<file path="config.mk">
export PLATFORM = sky130hd
export DESIGN_NAME = adc_sample_scheduler
export DESIGN_NICKNAME = d
export VERILOG_FILES = /design/src/rtl/adc_sched_pkg.sv /design/src/rtl/adc_req_fifo.sv /design/src/rtl/adc_sched_ctl.sv /design/src/rtl/adc_sched_dp.sv /design/src/rtl/adc_sample_scheduler.sv
export SDC_FILE = /design/constraint.sdc
export NUM_CORES = 1
export LEC_CHECK = 0
export BUFFER_PORTS_ARGS = -buffer_cell sky130_fd_sc_hd__buf_2
export CAP_MARGIN = 20
export CORE_ASPECT_RATIO = 1.1
export CORE_MARGIN = 2
export CORE_UTILIZATION = 33
export DETAILED_ROUTE_END_ITERATION = 8
export PLACE_DENSITY = 0.52
export SYNTH_ARGS = -nofsm -noshare
export SYNTH_HDL_FRONTEND = slang
export SYNTH_SLANG_ARGS = --single-unit
</file>
<file path="constraint.sdc">
create_clock -name clk -period 9.35 [get_ports clk]
set_clock_uncertainty 0.2 [all_clocks]
set_input_delay 0.935 -clock clk [delete_from_list [all_inputs] [get_ports clk]]
set_output_delay 0.935 -clock clk [all_outputs]
set_load 0.1 [all_outputs]
</file>
<file path="src/rtl/adc_sched_pkg.sv">
package adc_sched_pkg;

  // Number of sample-and-hold stages feeding the converter.
  localparam int NUM_STAGES = 2;

  // Strobes handed from the sequencer to the datapath each clock.
  typedef struct packed {
    logic popWin;    // request leaves the queue, window opens next clock
    logic capture;   // last clock of a window: latch the stage words
    logic captureB;  // stage B takes part in this capture
    logic loadSar;   // a conversion starts next clock
    logic sarLane;   // which stage that conversion reads
    logic emit;      // last clock of a conversion: result is valid
  } ctlStrobe_t;

endpackage

</file>
<file path="src/rtl/adc_req_fifo.sv">
module adc_req_fifo #(
  parameter int DEPTH = 4,
  parameter int WIDTH = 11,
  localparam int PTR_W = (DEPTH > 1) ? $clog2(DEPTH) : 1,
  localparam int CNT_W = $clog2(DEPTH + 1)
) (
  input  logic             clk,
  input  logic             rst,
  input  logic             wrValid,
  output logic             wrReady,
  input  logic [WIDTH-1:0] wrData,
  output logic             rdValid,
  input  logic             rdPop,
  output logic [WIDTH-1:0] rdData,
  output logic [CNT_W-1:0] count
);

  localparam logic [PTR_W-1:0] PTR_LAST = PTR_W'(DEPTH - 1);
  localparam logic [CNT_W-1:0] CNT_FULL = CNT_W'(DEPTH);

  logic [WIDTH-1:0] slots [DEPTH];
  logic [PTR_W-1:0] wrPtr;
  logic [PTR_W-1:0] rdPtr;
  logic             doPush;
  logic             doPop;

  assign wrReady = (count != CNT_FULL);
  assign rdValid = (count != '0);
  assign rdData  = slots[rdPtr];
  assign doPush  = wrValid && wrReady;
  assign doPop   = rdPop && rdValid;

  function automatic logic [PTR_W-1:0] nextPtr(input logic [PTR_W-1:0] p);
    return (p == PTR_LAST) ? '0 : p + 1'b1;
  endfunction

  always_ff @(posedge clk) begin
    if (doPush) slots[wrPtr] <= wrData;
  end

  always_ff @(posedge clk) begin
    if (rst) begin
      wrPtr <= '0;
      rdPtr <= '0;
      count <= '0;
    end else begin
      if (doPush) wrPtr <= nextPtr(wrPtr);
      if (doPop)  rdPtr <= nextPtr(rdPtr);
      case ({doPush, doPop})
        2'b10:   count <= count + 1'b1;
        2'b01:   count <= count - 1'b1;
        default: count <= count;
      endcase
    end
  end

endmodule

</file>
<file path="src/rtl/adc_sched_ctl.sv">
module adc_sched_ctl
  import adc_sched_pkg::*;
#(
  parameter int WIN_W    = 6,
  parameter int MIN_WIN  = 7,
  parameter int CONV_CYC = 13,
  parameter int HOLD_CYC = 6
) (
  input  logic             clk,
  input  logic             rst,
  input  logic             qValid,
  input  logic [WIN_W-1:0] qWin,
  input  logic             qSimul,
  output logic             qPop,
  output ctlStrobe_t       strobe,
  output logic [1:0]       holdEn,
  output logic             convBusy
);

  localparam int CONV_W = $clog2(CONV_CYC + 1);
  localparam logic [CONV_W-1:0] CONV_LAST = CONV_W'(CONV_CYC - 1);
  localparam logic [CONV_W-1:0] HOLD_GATE = CONV_W'(HOLD_CYC - 1);
  localparam logic [WIN_W-1:0]  WIN_FLOOR = WIN_W'(MIN_WIN);

  // Acquisition sequencer state
  logic             winActive;
  logic [WIN_W-1:0] winCnt;
  logic [WIN_W-1:0] winLen;
  logic             winSimul;

  // Converter sequencer state
  logic              convActive;
  logic [CONV_W-1:0] convCnt;
  logic              pendB;

  logic             winLast;
  logic             convEnd;
  logic             stageFree;
  logic             startWin;
  logic [WIN_W-1:0] effWin;

  always_comb begin
    winLast   = winActive && (winCnt == winLen - 1'b1);
    convEnd   = convActive && (convCnt == CONV_LAST);
    // A stage is free once no window is open, no second word waits,
    // and the running conversion is past its hold-tied clocks.
    stageFree = !winActive && !pendB && (!convActive || (convCnt >= HOLD_GATE));
    startWin  = qValid && stageFree;
    effWin    = (qWin < WIN_FLOOR) ? WIN_FLOOR : qWin;
  end

  always_ff @(posedge clk) begin
    if (rst) begin
      winActive <= 1'b0;
      winCnt    <= '0;
      winLen    <= WIN_FLOOR;
      winSimul  <= 1'b0;
    end else if (startWin) begin
      winActive <= 1'b1;
      winCnt    <= '0;
      winLen    <= effWin;
      winSimul  <= qSimul;
    end else if (winLast) begin
      winActive <= 1'b0;
      winCnt    <= '0;
    end else if (winActive) begin
      winCnt    <= winCnt + 1'b1;
    end
  end

  always_ff @(posedge clk) begin
    if (rst) begin
      convActive <= 1'b0;
      convCnt    <= '0;
      pendB      <= 1'b0;
    end else if (winLast) begin
      convActive <= 1'b1;
      convCnt    <= '0;
      pendB      <= winSimul;
    end else if (convEnd) begin
      convCnt <= '0;
      if (pendB) begin
        pendB <= 1'b0;
      end else begin
        convActive <= 1'b0;
      end
    end else if (convActive) begin
      convCnt <= convCnt + 1'b1;
    end
  end

  always_comb begin
    strobe.popWin   = startWin;
    strobe.capture  = winLast;
    strobe.captureB = winLast && winSimul;
    strobe.loadSar  = winLast || (convEnd && pendB);
    strobe.sarLane  = !winLast;
    strobe.emit     = convEnd;
  end

  assign qPop     = startWin;
  assign holdEn   = {winActive && winSimul, winActive};
  assign convBusy = convActive;

endmodule

</file>
<file path="src/rtl/adc_sched_dp.sv">
module adc_sched_dp
  import adc_sched_pkg::*;
#(
  parameter int DATA_W = 12,
  parameter int TAG_W  = 4
) (
  input  logic              clk,
  input  logic              rst,
  input  ctlStrobe_t        strobe,
  input  logic [TAG_W-1:0]  qTag,
  input  logic [DATA_W-1:0] sampleA,
  input  logic [DATA_W-1:0] sampleB,
  output logic              resValid,
  output logic [TAG_W-1:0]  resTag,
  output logic              resLane,
  output logic [DATA_W-1:0] resData
);

  logic [DATA_W-1:0] stageIn  [NUM_STAGES];
  logic [DATA_W-1:0] holdReg  [NUM_STAGES];
  logic [TAG_W-1:0]  winTag;
  logic [TAG_W-1:0]  holdTag;
  logic [DATA_W-1:0] sarWord;
  logic [TAG_W-1:0]  convTag;
  logic              convLane;
  logic [DATA_W-1:0] sarSrc;
  logic [TAG_W-1:0]  tagSrc;

  assign stageIn[0] = sampleA;
  assign stageIn[1] = sampleB;

  for (genvar g = 0; g < NUM_STAGES; g++) begin : gStage
    localparam bit PRIMARY = (g == 0);
    logic takeIt;
    assign takeIt = strobe.capture && (PRIMARY || strobe.captureB);
    always_ff @(posedge clk) begin
      if (rst)         holdReg[g] <= '0;
      else if (takeIt) holdReg[g] <= stageIn[g];
    end
  end

  // A conversion starting on the capture clock reads the live word;
  // the deferred second conversion reads the held stage B word.
  always_comb begin
    sarSrc = strobe.capture ? stageIn[0] : holdReg[strobe.sarLane];
    tagSrc = strobe.capture ? winTag : holdTag;
  end

  always_ff @(posedge clk) begin
    if (rst) begin
      winTag   <= '0;
      holdTag  <= '0;
      sarWord  <= '0;
      convTag  <= '0;
      convLane <= 1'b0;
    end else begin
      if (strobe.popWin)  winTag  <= qTag;
      if (strobe.capture) holdTag <= winTag;
      if (strobe.loadSar) begin
        sarWord  <= sarSrc;
        convTag  <= tagSrc;
        convLane <= strobe.sarLane;
      end
    end
  end

  assign resValid = strobe.emit;
  assign resTag   = convTag;
  assign resLane  = convLane;
  assign resData  = sarWord;

endmodule

</file>
<file path="src/rtl/adc_sample_scheduler.sv">
module adc_sample_scheduler
  import adc_sched_pkg::*;
#(
  parameter int DATA_W     = 12,
  parameter int TAG_W      = 4,
  parameter int WIN_W      = 6,
  parameter int MIN_WIN    = 7,
  parameter int CONV_CYC   = 13,
  parameter int HOLD_CYC   = 6,
  parameter int FIFO_DEPTH = 4
) (
  input  logic              clk,
  input  logic              rst,
  input  logic              reqValid,
  output logic              reqReady,
  input  logic [TAG_W-1:0]  reqTag,
  input  logic [WIN_W-1:0]  reqWin,
  input  logic              reqSimul,
  input  logic [DATA_W-1:0] sampleA,
  input  logic [DATA_W-1:0] sampleB,
  output logic [1:0]        holdEn,
  output logic              convBusy,
  output logic              resValid,
  output logic [TAG_W-1:0]  resTag,
  output logic              resLane,
  output logic [DATA_W-1:0] resData
);

  localparam int REQ_W = TAG_W + WIN_W + 1;
  localparam int CNT_W = $clog2(FIFO_DEPTH + 1);

  logic [REQ_W-1:0] fifoOut;
  logic             fifoValid;
  logic             fifoPop;
  logic [CNT_W-1:0] fifoCount;
  ctlStrobe_t       strobe;

  adc_req_fifo #(.DEPTH(FIFO_DEPTH), .WIDTH(REQ_W)) u_fifo (
    .clk     (clk),
    .rst     (rst),
    .wrValid (reqValid),
    .wrReady (reqReady),
    .wrData  ({reqTag, reqWin, reqSimul}),
    .rdValid (fifoValid),
    .rdPop   (fifoPop),
    .rdData  (fifoOut),
    .count   (fifoCount)
  );

  adc_sched_ctl #(
    .WIN_W(WIN_W), .MIN_WIN(MIN_WIN), .CONV_CYC(CONV_CYC), .HOLD_CYC(HOLD_CYC)
  ) u_ctl (
    .clk      (clk),
    .rst      (rst),
    .qValid   (fifoValid),
    .qWin     (fifoOut[WIN_W:1]),
    .qSimul   (fifoOut[0]),
    .qPop     (fifoPop),
    .strobe   (strobe),
    .holdEn   (holdEn),
    .convBusy (convBusy)
  );

  adc_sched_dp #(.DATA_W(DATA_W), .TAG_W(TAG_W)) u_dp (
    .clk      (clk),
    .rst      (rst),
    .strobe   (strobe),
    .qTag     (fifoOut[REQ_W-1:WIN_W+1]),
    .sampleA  (sampleA),
    .sampleB  (sampleB),
    .resValid (resValid),
    .resTag   (resTag),
    .resLane  (resLane),
    .resData  (resData)
  );

endmodule

</file>
==> results of run 1 <==
[area by class of cell]
type | instances | area (um2)
Sequential cell | 110 | 2763
Timing Repair Buffer | 61 | 317.8
Clock buffer | 9 | 225.2
Multi-Input combinational cell | 226 | 1833
Tap cell | 192 | 240.2
Fill cell | 1423 | 8768
Clock inverter | 7 | 70.07
Inverter | 15 | 56.30
[stage by stage]
stage / worst slack, ns / cells
final: 6.211 / 620
after global routing: 5.951 / 620
after CTS: 6.170 / 619
after detailed placement: 6.190 / 603
after global placement: 6.309 / 603
after floorplan: 5.968 / 372
[worst max-delay path, cell delays in order, from the launching register on]
cell	delay, ns
dfxtp_1	0.41
inv_1	0.06
ha_1	0.23
nand2b_1	0.17
o211a_1	0.16
o31a_1	0.45
nor3_4	0.57
a21o_1	0.52
[state kept, by name, summed over array words and instances, names as in the netlist, named ones only]
signal / count
u_dp.holdTag: 4
u_dp.resTag: 4
u_fifo.count: 3
u_dp.winTag: 4
u_fifo.wrPtr: 2
u_dp.resData: 12
u_ctl.convBusy: 1
u_fifo.slots: 44
u_dp.holdReg: 12
u_ctl.winSimul: 1
u_fifo.rdPtr: 2
u_ctl.winCnt: 6
u_ctl.pendB: 1
u_ctl.convCnt: 4
u_dp.resLane: 1
u_ctl.winActive: 1
u_ctl.winLen: 6
[final timing paths]
kind                                           end  slack (ns)  depth (start not counted)
worst max register to register  u_dp.holdReg[1][7]        6.21                          7
worst min-delay path               u_dp.holdTag[1]        0.26                          2
worst min register to register     u_dp.holdTag[1]        0.26                          2
worst max-delay path            u_dp.holdReg[1][7]        6.21                          7
[cells in the final DEF (no fill, tap or decap), drive strengths merged, types with 3 or more instances in the layout]
master  instances
a211oi         11
edfxtp         56
a21oi          10
inv            17
xnor2           3
nor4           13
xor2            8
mux2i          24
nand4           8
o31ai           5
nor2           19
nor2b           7
clkinv          4
mux4           11
clkbuf          9
buf            61
and2           14
dfxtp          54
o21ai          12
and3            5
nand3           4
nor3           11
ha             12
nand2          20
o22ai           4
[per-layer routing]
layer	part of all wire [%]	wire, um
met5	0	0
met4	1.2	116
met3	5.3	512
met2	47	4584
met1	46	4527
[power by group through the flow]
| stage | Sequential [W] | Clock, W | Combinational (W) |
|---|---|---|---|
| after floorplan | 0.000617 | 0 | 0.000310 |
| final | 0.000622 | 0.000377 | 0.000373 |
| after CTS | 0.000624 | 0.000387 | 0.000379 |
| after global routing | 0.000633 | 0.000408 | 0.000413 |
| after detailed placement | 0.000634 | 0 | 0.000377 |
| after global placement | 0.000632 | 0 | 0.000371 |
[kinds of logic after synthesis]
| family | after synthesis | synth area share (%) |
|---|---|---|
| compound gates | 57 | 8.988 |
| xor+xnor | 11 | 2.024 |
| fa+ha+maj | 13 | 3.574 |
| buf+inv | 36 | 3.469 |
| flops | 110 | 58.03 |
| mux | 37 | 10.72 |
| simple gates | 108 | 13.19 |
==> run summary, run 1 <==
Clk sinks: 110
Yosys reg bits: 110
Crit Path Category: reg -> reg
Avg Cell Area, Syn: 12.80 um2
Ratio of cells with drive above 1 in the final layout: 27.34%
Post-route minimum period: 3.139 ns
Worst Path Max Fanout: 16
Longest Clk Path Bufs: 2
GR Util met2: 22.08%
Ys Warns: 0
Post-Place Cell Area: 5195 um2
Gr ovfl total: 0
Count leader, synth: edfxtp_1
Fmax: 318.6 MHz
First-pass GRT wire length: 15.95 mm
Worst setup SP type: register
Top Ports: 60
# Post-CTS Setup Buffers: 0
Worst hold-check path type: reg -> reg
Initial antenna violation count: 0
Final cycle utilization of the critical path: 33.57%
Most used DFF post-synth: edfxtp_1
Slew margin rel.: 44.01%
CP startpoint: u_ctl.winLen[0]
CTS tree: done
Die area: 15400 um2
Int Power: 0.0008951 W
Setup_tns: 0 ns
GRT met3 Usage: 3.453%
Drt wl/cell: 15.71 um
Clock network power share: 27.5%
Dpl hpwl: 6.696 mm
Max Slew Vio Count: 0
DR vias/cell: 4.882
Maximum VDD drop: 130.2 uV
Final Hold Violating Endpoints: 0
RSZ-0062 raised after global routing: no
Resized Gates After CTS: 0
Post-synth top area share: 35.32%
IO buf count: 59
Finished Core Util: 38.57%
Area of the mapped netlist: 4761 um2
Area contributors post-synth: edfxtp_1, dfxtp_1, mux4_2
Top Usage Layer GRT: met2
Net Sw Power: 0.0004762 W
Largest net degree at the start of global routing: 44
Total CTS buffers: 9
Hold-fix buffers at CTS: 0
Yosys top cell by area: edfxtp_1
Chip height: 130.0 um
Hold slack: 0.2617 ns
Worst Path Required: 9.14 ns
Comb pwr share: 27.2%
Worst-path clk slew: 0.07 ns
Max Cap Viol: 0
H-tree depth: 3
R2r startpoint: u_ctl.winLen[0]
Synth async-reset ratio: 0%
Synthesized instance count: 372
DRC marker count from the first detailed-route iteration: 183
Vias: 3027
P_leak: 2.036 nW
CP endpoint kind: register
Area grow syn2layout: 15.64%
Post-synthesis sequential area ratio: 58.03%
Outcome: finished clean
Total global-route track usage: 13.23%
Nets@finish: 474
Syn nets: 423
Worst Tran Pin Value: 0.8398 ns
Register share of total power: 45.3%
HP Start: u_dp.holdTag[1]
Clock Latency Late Sink: 0.35 ns
DRC errors left: 0
Die W: 118.5 um
GP Congestion: 0.7465
Switching Fraction: 34.73%
Number of global-route vias before repair: 2990
# setup viols final: 0
Design area: 5505 um2
Row count: 46
Clock Tree Root: clkbuf_16
Final wirelength: 9.740 mm
Met1 usage: 17.01%
Pwr dens: 249.1 nW/um2
Drt first pass iters: 6
Total core area: 14270 um2
Arrival time at the worst endpoint: 2.93 ns
Number of synthesized flops with an enable pin: 56
Initial Util: 33.35%
Number of diodes: 0
Design Power: 0.001371 W
Yosys cell types: 56
Synth top cells by count: edfxtp_1, dfxtp_1, mux2i_1, nand2_1, nor2_1
Antenna viol nets, final: 0
Power figures use the tool's default switching activity.
==> inputs of run 2 (changes only) <==
==> constraint.sdc (replaced) <==
create_clock -name clk -period 3.1 [get_ports clk]
set_clock_uncertainty 0.2 [all_clocks]
set_input_delay 0.31 -clock clk [delete_from_list [all_inputs] [get_ports clk]]
set_output_delay 0.31 -clock clk [all_outputs]
set_load 0.1 [all_outputs]
==> run 2 against run 1 <==
  * Clock power grew to 2.8 times the previous value
  * Fmax up 13%
  * Critical path depth rose by 4
  * Combinational power increased to 3.3 times the previous value
  * Non-clock buffer count up 19
  * Die area did not move
  * Cell area up 2.7%
  * Largest power group unchanged
  * Largest cell class unchanged
  * Total power rose to 3.0 times the previous value
  * Critical path type unchanged
  * Count of clock-buffer cells in the layout is the same
  * Critical endpoint is now u_fifo.count[2]
==> run summary, run 2 (same netlist as run 1, synthesis figures left out) <==
Outcome: finished clean
Most frequent cells in the layout: buf_2, edfxtp_1, dfxtp_1
Row count: 46
Longest Clk Path Bufs: 2
Max Cap Viol: 0
Ratio of cells with drive above 1 in the final layout: 27.74%
Clock Tree Root: clkbuf_16
Finished Core Util: 39.61%
First-pass GRT wire length: 16.00 mm
Total global-route track usage: 13.46%
Post-route minimum period: 2.772 ns
Drt wl/cell: 15.18 um
Dpl hpwl: 6.928 mm
CTS tree: done
CP endpoint kind: register
FF/Latch Area: 2764 um2
Gr ovfl total: 0
Nets@finish: 493
Worst Path Max Fanout: 4
Crit Path Category: reg -> reg
Reg2reg path depth: 11
Area grow syn2layout: 18.76%
Arrival time at the worst endpoint: 2.85 ns
Total CTS buffers: 9
# Post-CTS Setup Buffers: 0
Comb pwr share: 29.8%
Chip height: 130.0 um
DR vias/cell: 4.789
Worst hold-check path type: in -> reg
DRC errors left: 0
Number of global-route vias before repair: 3073
HP Start: sampleB[1]
Most common cell after layout, fill and taps aside: buf_2
Multi-input gate area: 1841 um2
Largest net degree at the start of global routing: 26
Worst setup SP type: register
Worst Tran Pin Value: 0.6133 ns
R2r startpoint: u_ctl.convCnt[0]
P_leak: 2.115 nW
IO buf count: 59
Fill cells: 1435
Clock Latency Late Sink: 0.35 ns
Antenna viol nets, final: 0
# setup viols final: 0
CP startpoint: u_ctl.convCnt[0]
Switching Fraction: 33.81%
Max Slew Vio Count: 0
Setup_tns: 0 ns
Worst Path Required: 3.18 ns
Hold Path Depth: 2
DRC marker count from the first detailed-route iteration: 214
Net Sw Power: 0.001396 W
Register share of total power: 44.5%
Clock network power share: 25.7%
Slew margin rel.: 59.11%
RSZ-0062 raised after global routing: no
Die area: 15400 um2
Number of diodes: 0
Top reg by flops: u_fifo.slots
Pwr dens: 730.3 nW/um2
Fmax: 360.7 MHz
Initial antenna violation count: 0
Die W: 118.5 um
Clk sinks: 110
Top Ports: 60
H-tree depth: 3
GP Congestion: 0.7389
Final wirelength: 9.703 mm
Maximum VDD drop: 419.3 uV
Vias: 3060
Final cycle utilization of the critical path: 89.42%
Int Power: 0.002733 W
Total core area: 14270 um2
Drt first pass iters: 4
Final Hold Violating Endpoints: 0
Worst-path clk slew: 0.07 ns
Max reg flops: 44
Initial Util: 33.35%
-- run 2: changes by cell type in the layout (fill, tap and decap cells not counted), sizes merged --
cell	change
clkinv	+1
buf	+8
clkinvlp	-1
dlygate4sd3	+11
-- run 2: routing by layer --
metal	track usage (%)	vias up	part of all wire (%)
met5	0	-	0
met4	3.782	0	0.98
met3	4.545	9	5.2
met2	22.45	74	48
met1	16.77	1453	46
li1	-	1524	-
-- run 2: final timing paths --
| kind | end | slack [ns] |
|---|---|---|
| worst max-delay path | u_fifo.count[2] | 0.33 |
| worst min-delay path | u_dp.holdReg[1][1] | 0.05 |
| worst max register to register | u_fifo.count[2] | 0.33 |
| worst min register to register | u_dp.holdTag[2] | 0.26 |
-- run 2: timing repair --
action / in CTS / in global routing
hold endpoints to repair: 44 / 0
resized for setup: 0 / 0
endpoints found under the setup margin: 0 / 0
hold buffers: 11 / 0
-- run 2: cell type report --
cell class	instances	area share, %
well taps	192	4.249
multi-input cells	226	32.55
repair buffers	80	8.497
clock buffers	9	3.983
clock inverters	7	0.8409
inverters	15	0.9958
flip-flops and latches	110	48.88
-- run 2: power by group through the flow --
stage | Clock [W] | Sequential, W | Combinational (W)
floorplan | 0 | 0.00186 | 0.000946
global placement | 0 | 0.00187 | 0.00121
detailed placement | 0 | 0.00187 | 0.00123
CTS | 0.00111 | 0.00184 | 0.00125
global route | 0.00117 | 0.00186 | 0.00135
finish | 0.00106 | 0.00184 | 0.00123
-- run 2: per-stage QoR --
step	setup WS [ns]	power [W]	instances	hold WS, ns	area, um2
2_1_floorplan	0.006194	0.002807	372	0.2089	4770
3_3_place_gp	0.4520	0.003077	612	0.2448	5271
3_5_place_dp	0.3414	0.003109	612	0.2526	5271
4_1_cts	0.3163	0.004197	639	0.03790	5654
5_1_grt	0.1550	0.004384	639	0.03365	5654
6_report	0.3278	0.004129	639	0.05011	5654
-- run 2: critical path, cell delays in order, from the launching register on --
cell	delay (ns)
dfxtp_1	0.39
inv_1	0.11
ha_1	0.21
inv_1	0.05
o21ai_0	0.18
a211oi_4	0.30
ha_1	0.22
inv_1	0.06
fa_1	0.38
xor2_1	0.17
or3_1	0.31
a21oi_1	0.14
